--- config.mk ---
export PLATFORM = sky130hd
export DESIGN_NAME = ea_resolver
export DESIGN_NICKNAME = d
export VERILOG_FILES = /design/src/rtl/eag_pkg.sv /design/src/rtl/eag_mode_decode.sv /design/src/rtl/eag_addr_calc.sv /design/src/rtl/ea_resolver.sv
export SDC_FILE = /design/constraint.sdc
export NUM_CORES = 1
export LEC_CHECK = 0
export BUFFER_PORTS_ARGS = -buffer_cell sky130_fd_sc_hd__buf_2
export CAP_MARGIN = 20
export CELL_PAD_IN_SITES_DETAIL_PLACEMENT = 0
export CELL_PAD_IN_SITES_GLOBAL_PLACEMENT = 1
export CORE_MARGIN = 2
export CORE_UTILIZATION = 25
export CTS_CLUSTER_SIZE = 8
export DETAILED_ROUTE_END_ITERATION = 6
export GPL_TIMING_DRIVEN = 0
export PLACE_DENSITY_LB_ADDON = 0.1
export SYNTH_ARGS = -nofsm -noshare
export SYNTH_HDL_FRONTEND = slang
export SYNTH_SLANG_ARGS = --single-unit
--- constraint.sdc ---
create_clock -name clk -period 5.4 [get_ports clk]
set_input_delay 0 -clock clk [delete_from_list [all_inputs] [get_ports clk]]
set_output_delay 0 -clock clk [all_outputs]
set_load 0.02 [all_outputs]
--- src/rtl/eag_pkg.sv ---
package eag_pkg;
  localparam int BYTE_W = 8;
  localparam int ADDR_W = 2 * BYTE_W;
  localparam int MODE_W = 4;
  localparam int LAST_MODE = 12;

  typedef logic [BYTE_W-1:0] byte_t;
  typedef logic [ADDR_W-1:0] addr_t;

  typedef enum logic [MODE_W-1:0] {
    AM_ACCUM   = 4'd0,
    AM_IMPL    = 4'd1,
    AM_IMMED   = 4'd2,
    AM_ZPAGE   = 4'd3,
    AM_ABSOL   = 4'd4,
    AM_RELAT   = 4'd5,
    AM_INDIR   = 4'd6,
    AM_ABS_X   = 4'd7,
    AM_ABS_Y   = 4'd8,
    AM_ZPG_X   = 4'd9,
    AM_ZPG_Y   = 4'd10,
    AM_PRE_IX  = 4'd11,
    AM_POST_IX = 4'd12
  } amode_e;

  typedef struct packed {
    logic       legal;
    logic [1:0] n_bytes;
    logic       idx_en;
    logic       idx_y;
    logic       zp_form;
    logic       via_ptr;
    logic       post_idx;
    logic       rel;
    logic       fetch_data;
  } mode_info_t;

  typedef enum logic [2:0] {
    ST_IDLE, ST_OP_LO, ST_OP_HI, ST_RESOLVE,
    ST_PTR_LO, ST_PTR_HI, ST_DATA, ST_DONE
  } eag_state_e;

  function automatic logic mode_legal(input logic [MODE_W-1:0] m);
    return m <= MODE_W'(LAST_MODE);
  endfunction

  function automatic logic [1:0] mode_byte_count(input logic [MODE_W-1:0] m);
    logic [1:0] n;
    case (m)
      AM_ACCUM, AM_IMPL:                 n = 2'd0;
      AM_ABSOL, AM_INDIR,
      AM_ABS_X, AM_ABS_Y:                n = 2'd2;
      AM_IMMED, AM_ZPAGE, AM_RELAT,
      AM_ZPG_X, AM_ZPG_Y,
      AM_PRE_IX, AM_POST_IX:             n = 2'd1;
      default:                           n = 2'd0;
    endcase
    return n;
  endfunction

  function automatic addr_t page0(input byte_t b);
    return {{BYTE_W{1'b0}}, b};
  endfunction

  function automatic addr_t zp_sum(input byte_t b, input byte_t i);
    byte_t s;
    s = b + i;
    return page0(s);
  endfunction

  function automatic addr_t full_sum(input addr_t a, input byte_t i);
    return a + page0(i);
  endfunction

  function automatic addr_t rel_dest(input addr_t pc_after, input byte_t off);
    return pc_after + {{BYTE_W{off[BYTE_W-1]}}, off};
  endfunction

  function automatic addr_t ptr_step(input addr_t p, input logic zp);
    byte_t lo;
    lo = p[BYTE_W-1:0] + 1'b1;
    return zp ? page0(lo) : p + 1'b1;
  endfunction
endpackage

--- src/rtl/eag_mode_decode.sv ---
module eag_mode_decode
  import eag_pkg::*;
(
  input  logic [MODE_W-1:0] mode,
  input  logic              raw,
  output mode_info_t        info
);
  logic walk;
  assign walk = !raw;

  always_comb begin
    info = '0;
    info.legal   = mode_legal(mode);
    info.n_bytes = mode_byte_count(mode);
    case (mode)
      AM_ABSOL: info.fetch_data = walk;
      AM_RELAT: begin
        info.rel        = 1'b1;
        info.fetch_data = walk;
      end
      AM_INDIR: begin
        info.via_ptr    = walk;
        info.fetch_data = walk;
      end
      AM_ABS_X, AM_ABS_Y: begin
        info.idx_en     = walk;
        info.idx_y      = (mode == AM_ABS_Y);
        info.fetch_data = walk;
      end
      AM_ZPG_X, AM_ZPG_Y: begin
        info.zp_form    = 1'b1;
        info.idx_en     = walk;
        info.idx_y      = (mode == AM_ZPG_Y);
        info.fetch_data = walk;
      end
      AM_PRE_IX: begin
        info.zp_form    = 1'b1;
        info.via_ptr    = walk;
        info.idx_en     = walk;
        info.fetch_data = walk;
      end
      AM_POST_IX: begin
        info.zp_form    = 1'b1;
        info.via_ptr    = walk;
        info.idx_en     = walk;
        info.idx_y      = 1'b1;
        info.post_idx   = 1'b1;
        info.fetch_data = walk;
      end
      default: ;
    endcase
  end
endmodule

--- src/rtl/eag_addr_calc.sv ---
module eag_addr_calc
  import eag_pkg::*;
(
  input  mode_info_t info,
  input  addr_t      field,
  input  addr_t      pc_after,
  input  byte_t      idx_x,
  input  byte_t      idx_y,
  input  addr_t      ptr_cur,
  input  byte_t      ptr_lo,
  input  byte_t      ptr_hi,
  output addr_t      direct_ea,
  output addr_t      ptr_base,
  output addr_t      ptr_next,
  output addr_t      ind_ea
);
  byte_t idx_term;
  byte_t post_term;
  byte_t fld_lo;

  assign fld_lo    = field[BYTE_W-1:0];
  assign idx_term  = info.idx_en ? (info.idx_y ? idx_y : idx_x) : '0;
  assign post_term = info.post_idx ? idx_term : '0;

  always_comb begin
    if (info.n_bytes == 2'd0)      direct_ea = '0;
    else if (info.rel)             direct_ea = rel_dest(pc_after, fld_lo);
    else if (info.n_bytes == 2'd2) direct_ea = full_sum(field, idx_term);
    else                           direct_ea = zp_sum(fld_lo, idx_term);
  end

  always_comb begin
    if (info.n_bytes == 2'd2)  ptr_base = field;
    else if (info.post_idx)    ptr_base = page0(fld_lo);
    else                       ptr_base = zp_sum(fld_lo, idx_term);
  end

  assign ptr_next = ptr_step(ptr_cur, info.zp_form);
  assign ind_ea   = full_sum({ptr_hi, ptr_lo}, post_term);
endmodule

--- src/rtl/ea_resolver.sv ---
module ea_resolver
  import eag_pkg::*;
(
  input  logic              clk,
  input  logic              rst_n,
  input  logic              start,
  input  logic [MODE_W-1:0] mode,
  input  logic              raw_mode,
  input  logic [ADDR_W-1:0] pc_in,
  input  logic [BYTE_W-1:0] idx_x,
  input  logic [BYTE_W-1:0] idx_y,
  output logic              mem_rd,
  output logic [ADDR_W-1:0] mem_addr,
  input  logic [BYTE_W-1:0] mem_rdata,
  output logic              done,
  output logic              err,
  output logic [ADDR_W-1:0] ea,
  output logic [BYTE_W-1:0] operand,
  output logic [ADDR_W-1:0] pc_out
);
  eag_state_e        state_q;
  logic [MODE_W-1:0] mode_q;
  logic              raw_q;
  byte_t             x_q, y_q, ptr_lo_q, opnd_q;
  addr_t             pc_q, field_q, ptr_q, ea_q;
  logic              err_q;
  mode_info_t        info;
  addr_t             direct_ea, ptr_base, ptr_next, ind_ea;

  // Events brought out for the checker
  logic busy, ev_accept, ev_illegal, ev_zp_ptr_rd;
  assign busy         = (state_q != ST_IDLE);
  assign ev_accept    = start && !busy;
  assign ev_illegal   = ev_accept && !mode_legal(mode);
  assign ev_zp_ptr_rd = ((state_q == ST_PTR_LO) || (state_q == ST_PTR_HI)) && info.zp_form;

  eag_mode_decode u_dec (
    .mode (mode_q),
    .raw  (raw_q),
    .info (info)
  );

  eag_addr_calc u_calc (
    .info      (info),
    .field     (field_q),
    .pc_after  (pc_q),
    .idx_x     (x_q),
    .idx_y     (y_q),
    .ptr_cur   (ptr_q),
    .ptr_lo    (ptr_lo_q),
    .ptr_hi    (mem_rdata),
    .direct_ea (direct_ea),
    .ptr_base  (ptr_base),
    .ptr_next  (ptr_next),
    .ind_ea    (ind_ea)
  );

  always_comb begin
    mem_rd   = 1'b0;
    mem_addr = '0;
    case (state_q)
      ST_OP_LO, ST_OP_HI: begin mem_rd = 1'b1; mem_addr = pc_q;     end
      ST_PTR_LO:          begin mem_rd = 1'b1; mem_addr = ptr_q;    end
      ST_PTR_HI:          begin mem_rd = 1'b1; mem_addr = ptr_next; end
      ST_DATA:            begin mem_rd = 1'b1; mem_addr = ea_q;     end
      default: ;
    endcase
  end

  always_ff @(posedge clk or negedge rst_n) begin
    if (!rst_n) begin
      state_q  <= ST_IDLE;
      mode_q   <= '0;
      raw_q    <= 1'b0;
      x_q      <= '0;
      y_q      <= '0;
      pc_q     <= '0;
      field_q  <= '0;
      ptr_q    <= '0;
      ptr_lo_q <= '0;
      ea_q     <= '0;
      opnd_q   <= '0;
      err_q    <= 1'b0;
    end else begin
      case (state_q)
        ST_IDLE: if (ev_accept) begin
          mode_q  <= mode;
          raw_q   <= raw_mode;
          x_q     <= idx_x;
          y_q     <= idx_y;
          pc_q    <= pc_in;
          field_q <= '0;
          err_q   <= !mode_legal(mode);
          if (!mode_legal(mode) || mode_byte_count(mode) == 2'd0) begin
            ea_q    <= '0;
            opnd_q  <= '0;
            state_q <= ST_DONE;
          end else begin
            state_q <= ST_OP_LO;
          end
        end
        ST_OP_LO: begin
          field_q[BYTE_W-1:0] <= mem_rdata;
          pc_q                <= pc_q + 1'b1;
          state_q <= (info.n_bytes == 2'd2) ? ST_OP_HI : ST_RESOLVE;
        end
        ST_OP_HI: begin
          field_q[ADDR_W-1:BYTE_W] <= mem_rdata;
          pc_q                     <= pc_q + 1'b1;
          state_q                  <= ST_RESOLVE;
        end
        ST_RESOLVE: begin
          ptr_q <= ptr_base;
          if (info.via_ptr) begin
            state_q <= ST_PTR_LO;
          end else begin
            ea_q    <= direct_ea;
            opnd_q  <= direct_ea[BYTE_W-1:0];
            state_q <= info.fetch_data ? ST_DATA : ST_DONE;
          end
        end
        ST_PTR_LO: begin
          ptr_lo_q <= mem_rdata;
          state_q  <= ST_PTR_HI;
        end
        ST_PTR_HI: begin
          ea_q    <= ind_ea;
          state_q <= ST_DATA;
        end
        ST_DATA: begin
          opnd_q  <= mem_rdata;
          state_q <= ST_DONE;
        end
        ST_DONE: state_q <= ST_IDLE;
        default: state_q <= ST_IDLE;
      endcase
    end
  end

  assign done    = (state_q == ST_DONE);
  assign err     = err_q;
  assign ea      = ea_q;
  assign operand = opnd_q;
  assign pc_out  = pc_q;
endmodule

Yosys cells after proc, flatten, opt, wreduce, memory -nomap -nowiden

Memory sizes are Yosys's and may differ from the RTL's.
Cells that the tools add are included.

Reduce and logical (&&, ||, !) cells: 28
$add $sub $neg: 7
Multiplexer cells: 39
Order comparisons: 1
Equality and inequality tests: 20

Operators with widths:

| kind                    | number |
|---|---|
| $mux W16                | 10 |
| $pmux W16 S4            | 1 |
| $mux W8                 | 7 |
| $pmux W16 S3            | 1 |
| $add A16 B1 Y16 const B | 2 |
| $add A16 B8 Y16         | 2 |
| $pmux W16 S2            | 1 |
| $pmux W8 S2             | 2 |
| $pmux W3 S8             | 1 |
| $pmux W8 S3             | 1 |
| $eq A4 B4 Y1 const B    | 5 |
| $add A16 B16 Y16        | 1 |
| $eq A4 B3 Y1 const B    | 4 |
| $eq A3 B3 Y1 const B    | 4 |
| $mux W1                 | 9 |
| $reduce_bool A3 Y1      | 3 |
| $reduce_or A9 Y1        | 1 |
| $add A8 B1 Y8 const B   | 1 |
| $add A8 B8 Y8           | 1 |
| $reduce_and A2 Y1       | 4 |
| $reduce_and A4 Y1       | 2 |
| $eq A3 B2 Y1 const B    | 2 |
| $mux W2                 | 3 |
| $mux W3                 | 2 |
| 16 further kinds        | 25 |

ROM bits: 64
Memories kept: 2
Output and inout port bits: 59
Bits in registers: 105
Bits of input ports: 48
Word-level logic and storage cells: 110

Memory list:

| memory          | depth | bits a word | read ports | clocked after memory_dff | write ports | line          | source |
|---|---|---|---|---|---|---|---|
| (no name shown) | 16    | 2           | 1          | 0                        | 0           | eag_pkg.sv:49 | `case (m)` |
| (no name shown) | 16    | 2           | 1          | 0                        | 0           | eag_pkg.sv:49 |  |

Logic depth before layout (Yosys ltp)

Gate-level depths: netlist (run 1).

Depth after elaboration: 11
Depth in mapped cells: 16
Gate-level depth less buffers: 13

By module

A second synthesis (run 1) with hierarchy kept.

Cell total of the unflattened synthesis: 953
Area, all modules: 8,210.4 sq um

Modules (own cells, without submodules):

| module          | area an instance (sq um) | seq. area each (sq um) | instances | cells an instance |
|---|---|---|---|---|
| ea_resolver     | 5,320.1                  | 2,627.5                | 1         | 527 |
| eag_addr_calc   | 2,690.1                  | 0.0                    | 1         | 394 |
| eag_mode_decode | 200.2                    | 0.0                    | 1         | 32 |

Worst setup path before layout (run 1)

Ideal clock, no wire load.

Kind: reg2reg
Start: register mode_q[2]
End: register ea_q[12] (netlist: ea[12])
Data arrival time: 3,312 ps
Setup time: 133 ps
Stages on the path, launching flop included: 17
Required time: 5,267 ps
Slack: 1,956 ps
Clock period less this slack: 3,444 ps
Cell sequence: dfrtp_1 > buf_2 > o21ai_1 > a32oi_1 > or2_2 > clkbuf_1 > clkbuf_1 > nor2_1 > ha_1 > fa_1 > a211oi_1 > o211ai_1 > a21oi_1 > and3b_1 > xnor2_1 > a2bb2oi_1 > o211ai_1

Word-level cells in the longest chain between the ends: 11
Elaborated cells between the ends (all ways): 32
Classes of those cells: 2 x add/sub; 10 x eq/ne; 13 x mux; 6 x reduce/logical; 1 x memory

RTL lines:

| element                                    | line                  | source |
|---|---|---|
| start, declared                            | ea_resolver.sv:22     | `logic [MODE_W-1:0] mode_q;` |
| start signal, assigned                     | ea_resolver.sv:87     | `mode_q <= mode;` |
| $eq A4 B4 Y1, or another cell as far along | eag_mode_decode.sv:15 | `case (mode)` |
| $reduce_or A2 Y1                           | --                    |  |
| $pmux W1 S3                                | eag_mode_decode.sv:15 |  |
| $mux W8 (2 in a row)                       | eag_addr_calc.sv:22   | `assign idx_term = info.idx_en ? (info.idx_y ? idx_y : idx_x) : '0;` |
| $add A16 B8 Y16                            | eag_pkg.sv:72         | `return a + page0(i);` |
| $mux W16                                   | eag_addr_calc.sv:28   | `else if (info.n_bytes == 2'd2) direct_ea = full_sum(field, idx_term);` |
| $mux W16                                   | eag_addr_calc.sv:27   | `else if (info.rel) direct_ea = rel_dest(pc_after, fld_lo);` |
| $mux W16                                   | eag_addr_calc.sv:26   | `if (info.n_bytes == 2'd0) direct_ea = '0;` |
| $mux W16                                   | ea_resolver.sv:114    | `if (info.via_ptr) begin` |
| $pmux W16 S3                               | ea_resolver.sv:85     | `case (state_q)` |
| end signal, assigned                       | ea_resolver.sv:117    | `ea_q <= direct_ea;` |
| end signal, assigned                       | ea_resolver.sv:127    | `ea_q <= ind_ea;` |
| end, declared                              | ea_resolver.sv:25     | `addr_t pc_q, field_q, ptr_q, ea_q;` |

Several ways; a longest one is shown, not always the timed one. The select of a mux whose other input is x is not followed.
A chain may end at the register's enable or synchronous reset.

Worst setup path after layout (run 1)

Start: register mode_q[2]
End: register ea_q[10] (netlist: ea[10])

Same word-level chain as after synthesis.

==> impl_table.tex, run 1 <==
\begin{tabular}{lr}
\hline
Metric & Value \\
\hline
\multicolumn{2}{l}{\textbf{Status}} \\
Outcome & finished, final reports clean \\
\multicolumn{2}{l}{\textbf{CTS}} \\
TritonCTS clock tree & yes \\
Clock-pin transition on the worst setup and hold timing paths & 0.09 ns \\
Post-CTS Repair Setup Buffers & 0 \\
Cell at the root of the clock tree & sky130\_fd\_sc\_hd\_\_clkbuf\_16 \\
Total CTS buffers & 9 \\
H-tree depth reported by CTS & 3 \\
Clock insertion delay at the later pin of the skew report & 0.38 ns \\
Number of clock sinks & 105 \\
Number of buffers between clock root and the deepest sink & 2 \\
\multicolumn{2}{l}{\textbf{Placement}} \\
Post-detailed-placement half-perimeter wirelength & 22,400 um \\
Final estimated routing congestion in global placement & 0.796 \\
Count of input and output buffers & 103 \\
Standard cell area after detailed placement & 8580 um\^{}2 \\
\multicolumn{2}{l}{\textbf{Cells and area}} \\
ANT cells & 0 \\
Nets & 1,088 \\
Area Overhead vs Synth & 23.4\% \\
Finished layout cell area & 9290 um\^{}2 \\
Fraction of final layout cells with drive strength greater than 1 & 19.4\% \\
\multicolumn{2}{l}{\textbf{Setup path}} \\
Slowest Stage Delay on Critical Path & 0.45 ns \\
Highest fanout seen on the critical path & 10 \\
Cell-by-cell trace of the critical path & buf\_2, o21ai\_1, a32oi\_1, or2\_2, clkbuf\_1, clkbuf\_1, nor2\_1, ha\_1, fa\_1, a211oi\_1, o211ai\_1, a21oi\_1, nor2\_1, xor2\_1, a221oi\_1, a21oi\_1 \\
Required time of the worst setup path & 5.65 ns \\
Worst r2r dst & ea[10] \\
Number of buffers and inverters on the critical path & 3 \\
Length in cells of the worst reg-to-reg path & 16 \\
Crit path to & ea[10] \\
Register-to-register setup slack & 1.06 ns \\
Critical path data arrival time & 4.59 ns \\
Logic depth of the worst setup path including buffers & 16 \\
Type of the setup path with the least slack & reg -> reg \\
Sort of element at the start of the critical path & flop \\
Critical path launch point & mode\_q[2] \\
Slowest-stage cell, CP & sky130\_fd\_sc\_hd\_\_clkbuf\_1 \\
Endpoint kind of the worst setup timing path & flop \\
Source of the worst register-to-register timing path & mode\_q[2] \\
Kind of cell adding the most delay to the critical path & compound AO/OA/AOI/OAI gates \\
\multicolumn{2}{l}{\textbf{Power}} \\
Switch share & 52.3\% \\
Part of the total power dissipated in sequential elements & 26.1\% \\
Power per standard cell area & 681 nW/um\^{}2 \\
Comb power frac & 62.7\% \\
Int Power & 0.00302 W \\
Maximum vdd ir drop & 0.000225 V \\
LEAKAGE & 4.02 nW \\
Switching Power & 0.00331 W \\
Clock network power share & 11.2\% \\
\multicolumn{2}{l}{\textbf{GRT}} \\
Via count of the first global-routing pass & 6,921 \\
First-pass GRT wire length & 43,200 um \\
Tot GR Track Use & 18.3\% \\
Overflow after GRT & 0 \\
Initial antenna violation count & 0 \\
Maximum number of pins on one net before global-route repair & 87 \\
\multicolumn{2}{l}{\textbf{Yosys}} \\
Async set or reset register ratio after synthesis & 100\% \\
Count of synthesis-stage warnings from yosys & 0 \\
Post-synth design cell area & 7530 um\^{}2 \\
Sequential share of the synthesized area & 34.9\% \\
Main combinational cell family by area after synthesis & compound AO/OA/AOI/OAI gates \\
Adder-Cell Fraction of Synth Area & 6.45\% \\
Post-synthesis simple-gate area fraction & 15.8\% \\
Post-synthesis sequential element count & 105 \\
Xor/xnor share of the synthesized area & 6.17\% \\
Dominant synthesized flop cell & sky130\_fd\_sc\_hd\_\_dfrtp\_1 \\
Mean Syn Cell Area & 8.89 um\^{}2 \\
Number of enable-type register cells in the synthesized netlist & 0 \\
Count of unique library cells instantiated by Yosys & 67 \\
Portion of netlist area occupied by mux cells & 9.31\% \\
Compound-gate portion of the synthesized area & 24.1\% \\
Post-Syn Nets & 932 \\
Number of cells produced by synthesis & 847 \\
\multicolumn{2}{l}{\textbf{Floorplan}} \\
Row count & 63 \\
Core ar. & 29,600 um\^{}2 \\
Die ar. & 31,500 um\^{}2 \\
Number of placed I/O pins & 107 \\
Vertical die dimension & 178 um \\
X dimension of the die & 178 um \\
Initial core utilization & 25.4\% \\
\multicolumn{2}{l}{\textbf{Routing}} \\
Avg WL per Cell & 20.4 um \\
Violation count after the first detailed-routing iteration & 413 \\
Detailed-router iteration count before antenna repair & 5 \\
Routed wire length & 28,500 um \\
Via count & 6,961 \\
Antenna-violating nets left & 0 \\
Per-cell via count in the routed design & 4.98 \\
Number of DRC violations after detailed routing & 0 \\
\multicolumn{2}{l}{\textbf{STA}} \\
Final period utilization & 80.4\% \\
Final total negative setup slack & 0 ns \\
Final-report hold violation count & 0 \\
Max-Slew Margin vs Limit & 38.3\% \\
Setup-violating endpoint count in the final report & 0 \\
Setup repair after global routing missed its margin & no \\
Pin slew with the least headroom to its limit & 0.918 ns \\
Timing-limited maximum frequency & 230 MHz \\
Final max-slew violation count & 0 \\
Min Tclk post-route & 4.34 ns \\
Hold WS & 0.0129 ns \\
Post-route clock skew & 0.0167 ns \\
\multicolumn{2}{l}{\textbf{Flow run}} \\
Max-cap check violation count & 0 \\
\multicolumn{2}{l}{\textbf{Hold path}} \\
Hold path cells & 2 \\
Tightest Hold Check Type & in -> reg \\
\hline
\end{tabular}
[worst reg2reg max path, cell delays in order (launching register included)]
cell                       delay [ns]
sky130_fd_sc_hd__dfrtp_1         0.36
sky130_fd_sc_hd__buf_2           0.27
sky130_fd_sc_hd__o21ai_1         0.15
sky130_fd_sc_hd__a32oi_1         0.18
sky130_fd_sc_hd__or2_2           0.14
sky130_fd_sc_hd__clkbuf_1        0.33
sky130_fd_sc_hd__clkbuf_1        0.45
sky130_fd_sc_hd__nor2_1          0.11
sky130_fd_sc_hd__ha_1            0.22
sky130_fd_sc_hd__fa_1            0.44
sky130_fd_sc_hd__a211oi_1        0.31
sky130_fd_sc_hd__o211ai_1        0.16
sky130_fd_sc_hd__a21oi_1         0.38
sky130_fd_sc_hd__nor2_1          0.10
sky130_fd_sc_hd__xor2_1          0.15
sky130_fd_sc_hd__a221oi_1        0.36
sky130_fd_sc_hd__a21oi_1         0.12
[kinds of logic after synthesis]
| family | Yosys count |
|---|---|
| buffers and inverters | 59 |
| XOR/XNOR | 53 |
| AO/OA/AOI/OAI | 273 |
| adder cells (fa/ha/maj) | 37 |
| multiplexers | 65 |
| AND/OR/NAND/NOR | 255 |
| flip-flops | 105 |
[timing repair]
item | in CTS | in global routing
endpoints found under the hold margin | 149 | 0
gates resized for setup | 0 | 0
setup endpoints to repair | 0 | 0
hold buffers | 40 | 0
[routing by layer]
layer  track usage, %  part of all wire [%]  up-vias
met5                0                     0        -
met1             25.7                    50     3396
met4             4.20                   1.2        0
met3             1.93                   2.6       18
li1                 -                     -     3436
met2             29.9                    46      111
[synth_stat cells (all sizes together) (22+ instances only)]
cell type  count  area, um^2
a21oi         73         369
a22oi         22         165
buf           22         109
clkbuf        23        86.3
dfrtp        105        2630
ha            34         425
mux2          40         450
mux2i         25         250
nand2         82         308
nand3         23         120
nor2          83         319
o21ai         57         293
xnor2         29         254
xor2          24         210
[cells in the final DEF, fill, tap and decap left out, types with 20 or more instances in the layout]
cell and instances:
sky130_fd_sc_hd__a21oi_1 72, sky130_fd_sc_hd__a22o_1 20, sky130_fd_sc_hd__a22oi_1 22, sky130_fd_sc_hd__buf_2 120
sky130_fd_sc_hd__clkbuf_1 23, sky130_fd_sc_hd__dfrtp_1 105, sky130_fd_sc_hd__dlygate4sd3_1 40, sky130_fd_sc_hd__ha_1 34
sky130_fd_sc_hd__mux2_2 40, sky130_fd_sc_hd__mux2i_1 25, sky130_fd_sc_hd__nand2_1 82, sky130_fd_sc_hd__nand3_1 22
sky130_fd_sc_hd__nor2_1 82, sky130_fd_sc_hd__o21ai_0 48, sky130_fd_sc_hd__xnor2_1 29, sky130_fd_sc_hd__xor2_1 24
[registers in the layout, summed over array words and instances (netlist names)]
signal,count
ea,16
err,1
field_q,16
mode_q,4
operand,8
pc_out,16
ptr_lo_q,8
ptr_q,16
raw_q,1
state_q,3
x_q,8
y_q,8
[worst min-delay path by stage]
stage	startpoint	to	slack (ns)
finish	mem_rdata[5]	field_q[5]	0.01
CTS	mem_rdata[2]	field_q[2]	0.008
detailed placement	rst_n	pc_out[12]	-0.13
global route	mem_rdata[2]	field_q[2]	0.02
global placement	idx_x[4]	x_q[4]	0.23
floorplan	rst_n	ea[0]	-0.30
[power by group through the flow]
stage / registers (W) / clock network (W) / logic (W)
2_1_floorplan: 0.00165 / 0 / 0.00263
3_3_place_gp: 0.00167 / 0 / 0.00396
3_5_place_dp: 0.00167 / 0 / 0.00394
4_1_cts: 0.00165 / 0.000737 / 0.00399
5_1_grt: 0.00172 / 0.000760 / 0.00437
6_report: 0.00165 / 0.000708 / 0.00396
[through the flow]
stage | power (W) | cells | worst slack [ns] | util [%]
after global placement | 0.00563 | 1340 | 1.11 | 28.8
after global routing | 0.00685 | 1398 | 0.710 | 31.3
after floorplan | 0.00428 | 847 | 1.96 | -
final | 0.00633 | 1398 | 1.06 | 31.3
after detailed placement | 0.00561 | 1342 | 1.11 | 28.9
after CTS | 0.00638 | 1398 | 1.07 | 31.3
[final cells by class]
type,instances,area [um^2]
buffer,45,195
multi-input combinational,683,4650
tap,390,488
sequential,105,2630
clock buffer,9,225
clock inverter,7,86.3
inverter,14,52.6
fill,3233,20400
timing repair buffer,145,961
No activity file was read; power rests on OpenSTA's default activity.
==> run 2: changes to the inputs <==
==> constraint.sdc (replaced) <==
create_clock -name clk -period 4.3 [get_ports clk]
set_input_delay 0 -clock clk [delete_from_list [all_inputs] [get_ports clk]]
set_output_delay 0 -clock clk [all_outputs]
set_load 0.02 [all_outputs]
==> run 2 against run 1 <==
Compared with the run above:
- utilization is 0.13 points higher
- clock skew up 0.0023 ns
- clock-buffer cell count stayed put
- sequential power increased by 26%
- register-to-register slack worse by 0.64 ns
- critical path type unchanged
- final area is 0.42% higher
- via count increased by 0.30%
- critical path depth down 3
- worst setup slack lost 0.64 ns
- sequential share of layout area fell by 0.12 points
- largest power group unchanged
==> impl_table.tex, run 2 (synthesis results as in run 1) <==
\begin{tabular}{lr}
\hline
Metric & Value \\
\hline
\multicolumn{2}{l}{\textbf{Status}} \\
Outcome & finished, final reports clean \\
\multicolumn{2}{l}{\textbf{CTS}} \\
H-tree depth reported by CTS & 3 (unchanged) \\
Clock-pin transition on the worst setup and hold timing paths & 0.09 ns (about the same) \\
Number of buffers between clock root and the deepest sink & 2 (unchanged) \\
Total CTS buffers & 9 (unchanged) \\
Number of clock sinks & 105 (unchanged) \\
Clock insertion delay at the later pin of the skew report & 0.38 ns (about the same) \\
Cell at the root of the clock tree & sky130\_fd\_sc\_hd\_\_clkbuf\_16 \\
TritonCTS clock tree & yes \\
\multicolumn{2}{l}{\textbf{Flow run}} \\
Max-cap check violation count & 0 (unchanged) \\
\multicolumn{2}{l}{\textbf{Placement}} \\
Count of input and output buffers & 103 (unchanged) \\
Final estimated routing congestion in global placement & 0.796 (unchanged) \\
Post-detailed-placement half-perimeter wirelength & 22,400 um (unchanged) \\
\multicolumn{2}{l}{\textbf{Hold path}} \\
Tightest Hold Check Type & in -> reg \\
\multicolumn{2}{l}{\textbf{Floorplan}} \\
Row count & 63 (unchanged) \\
Initial core utilization & 25.4\% (unchanged) \\
Number of placed I/O pins & 107 (unchanged) \\
X dimension of the die & 178 um (unchanged) \\
Die ar. & 31,500 um\^{}2 (unchanged) \\
Core ar. & 29,600 um\^{}2 (unchanged) \\
Vertical die dimension & 178 um (unchanged) \\
\multicolumn{2}{l}{\textbf{Routing}} \\
Avg WL per Cell & 20.3 um (-0.29\%) \\
Number of DRC violations after detailed routing & 0 (unchanged) \\
Violation count after the first detailed-routing iteration & 362 (-12\%) \\
Via count & 6,982 (+0.30\%) \\
Antenna-violating nets left & 0 (unchanged) \\
Routed wire length & 28,500 um (about the same) \\
Per-cell via count in the routed design & 4.98 (about the same) \\
Detailed-router iteration count before antenna repair & 5 (unchanged) \\
\multicolumn{2}{l}{\textbf{STA}} \\
Pin slew with the least headroom to its limit & 0.936 ns (+0.0182 ns) \\
Final-report hold violation count & 0 (unchanged) \\
Timing-limited maximum frequency & 258 MHz (+12\%) \\
Final period utilization & 90.2\% (+9.8 points) \\
Setup-violating endpoint count in the final report & 0 (unchanged) \\
Post-route clock skew & 0.0190 ns (+0.00229 ns) \\
Max-Slew Margin vs Limit & 37.0\% (-1.2 points) \\
Hold WS & 0.0111 ns (-0.00174 ns) \\
Min Tclk post-route & 3.88 ns (-0.462 ns) \\
Final max-slew violation count & 0 (unchanged) \\
Final total negative setup slack & 0 ns (unchanged) \\
Setup repair after global routing missed its margin & no \\
\multicolumn{2}{l}{\textbf{Cells and area}} \\
ANT cells & 0 (unchanged) \\
Nets & 1,092 (+0.37\%) \\
Number of inserted filler cells in the final layout & 3,235 (+0.062\%) \\
Fraction of final layout cells with drive strength greater than 1 & 20.1\% (+0.61 points) \\
Most common library cell in the layout ignoring fill and taps & sky130\_fd\_sc\_hd\_\_buf\_2 \\
Area Overhead vs Synth & 23.9\% \\
Highest-count cells in the layout ignoring fill and taps & sky130\_fd\_sc\_hd\_\_buf\_2 (120), sky130\_fd\_sc\_hd\_\_dfrtp\_1 (105), sky130\_fd\_sc\_hd\_\_nor2\_1 (82), sky130\_fd\_sc\_hd\_\_nand2\_1 (82), sky130\_fd\_sc\_hd\_\_a21oi\_1 (71) \\
Share of the core filled with cells & 31.5\% (+0.13 points) \\
\multicolumn{2}{l}{\textbf{Power}} \\
LEAKAGE & 4.04 nW (+0.70\%) \\
Power per standard cell area & 855 nW/um\^{}2 (+26\%) \\
Switch share & 52.2\% (-0.17 points) \\
Comb power frac & 62.8\% (about the same) \\
Int Power & 0.00381 W (+26\%) \\
Switching Power & 0.00416 W (+26\%) \\
Part of the total power dissipated in sequential elements & 26.0\% (about the same) \\
Overall power after layout & 0.00797 W (+26\%) \\
Maximum vdd ir drop & 0.000280 V (+25\%) \\
Clock network power share & 11.2\% (about the same) \\
\multicolumn{2}{l}{\textbf{Setup path}} \\
Kind of cell adding the most delay to the critical path & compound AO/OA/AOI/OAI gates \\
Cell-by-cell trace of the critical path & buf\_2, nor2b\_1, a32oi\_1, or2\_2, nor3\_1, ha\_1, a211oi\_1, o21ai\_1, a41oi\_1, nor2\_1, xor2\_1, a221oi\_1, o22ai\_1 \\
Sort of element at the start of the critical path & flop \\
Slowest Stage Delay on Critical Path & 0.41 ns (-0.04 ns) \\
Type of the setup path with the least slack & reg -> reg \\
Endpoint kind of the worst setup timing path & flop \\
Number of buffers and inverters on the critical path & 1 (-2) \\
Slowest-stage cell, CP & sky130\_fd\_sc\_hd\_\_a41oi\_1 \\
Required time of the worst setup path & 4.53 ns (-1.12 ns) \\
Critical path data arrival time & 4.11 ns (-0.48 ns) \\
Highest fanout seen on the critical path & 10 (unchanged) \\
\multicolumn{2}{l}{\textbf{GRT}} \\
First-pass GRT wire length & 43,200 um (about the same) \\
Tot GR Track Use & 18.2\% (about the same) \\
Via count of the first global-routing pass & 6,923 (+0.029\%) \\
Overflow after GRT & 0 (unchanged) \\
Initial antenna violation count & 0 (unchanged) \\
Maximum number of pins on one net before global-route repair & 87 (unchanged) \\
\hline
\end{tabular}
==> run 2: cell count changes in the layout (fill, tap and decap cells not counted) <==
cell	previous run	this run
sky130_fd_sc_hd__a21oi_1	72	71
sky130_fd_sc_hd__clkbuf_2	0	1
sky130_fd_sc_hd__a21oi_2	1	2
sky130_fd_sc_hd__buf_4	1	6
sky130_fd_sc_hd__clkbuf_1	23	21
==> run 2: worst reg2reg max path: stages (launching register included) <==
cell and delay, ns:
sky130_fd_sc_hd__dfrtp_1 0.36, sky130_fd_sc_hd__buf_2 0.19, sky130_fd_sc_hd__nor2b_1 0.23, sky130_fd_sc_hd__a32oi_1 0.14
sky130_fd_sc_hd__or2_2 0.39, sky130_fd_sc_hd__nor3_1 0.37, sky130_fd_sc_hd__ha_1 0.31, sky130_fd_sc_hd__a211oi_1 0.39
sky130_fd_sc_hd__o21ai_1 0.18, sky130_fd_sc_hd__a41oi_1 0.41, sky130_fd_sc_hd__nor2_1 0.12, sky130_fd_sc_hd__xor2_1 0.16
sky130_fd_sc_hd__a221oi_1 0.36, sky130_fd_sc_hd__o22ai_1 0.11
==> run 2: repair_timing <==
action / 4_1_cts / 5_1_grt
gates resized for setup: 1 / 1
gates cloned: 0 / 0
setup buffers: 0 / 5
endpoints found under the hold margin: 149 / 0
hold buffers: 40 / 0
pin swaps: 0 / 1
endpoints found under the setup margin: 1 / 6
==> run 2: layer usage <==
metal	part of all wire, %	wire length (um)	track usage (%)
met1	50	14200	25.7
met5	0	0	0
met4	1.2	331	4.20
met2	46	13200	29.9
met3	2.9	819	1.93
==> run 2: cell type report <==
cell class | count | area (um^2) | share of cell area, %
flip-flops and latches | 105 | 2630 | 28.2
inverters | 14 | 52.6 | 0.563
clock buffers | 9 | 225 | 2.41
plain buffers | 44 | 193 | 2.07
repair buffers | 150 | 998 | 10.7
well taps | 390 | 488 | 5.23
clock inverters | 7 | 86.3 | 0.926
multi-input cells | 683 | 4660 | 49.9
==> run 2: final timing paths <==
kind / from / cells past startpoint / slack (ns) / endpoint
max: mode_q[3] / 13 / 0.42 / ea[13]
min: mem_rdata[2] / 2 / 0.01 / field_q[2]
max reg2reg: mode_q[3] / 13 / 0.42 / ea[13]
min reg2reg: operand[5] / 1 / 0.49 / operand[5]
max in group asynchronous: rst_n / 3 / 3.50 / ea[3]
min in group asynchronous: rst_n / 2 / 0.03 / pc_out[12]
==> run 2: power by group through the flow <==
stage          clock network [W]  registers, W  logic [W]
3_3_place_gp                   0       0.00210    0.00497
2_1_floorplan                  0       0.00207    0.00330
5_1_grt                 0.000955       0.00216    0.00553
4_1_cts                 0.000925       0.00208    0.00501
3_5_place_dp                   0       0.00210    0.00495
6_report                0.000890       0.00208    0.00501
==> run 2: through the flow <==
stage / cells / worst slack [ns] / instance area [um^2]
after floorplan: 847 / 0.856 / 7530
after global placement: 1340 / 0.0107 / 8530
after detailed placement: 1342 / 0.0146 / 8580
after CTS: 1398 / 0.0255 / 9290
after global routing: 1402 / 0.145 / 9330
final: 1402 / 0.421 / 9330
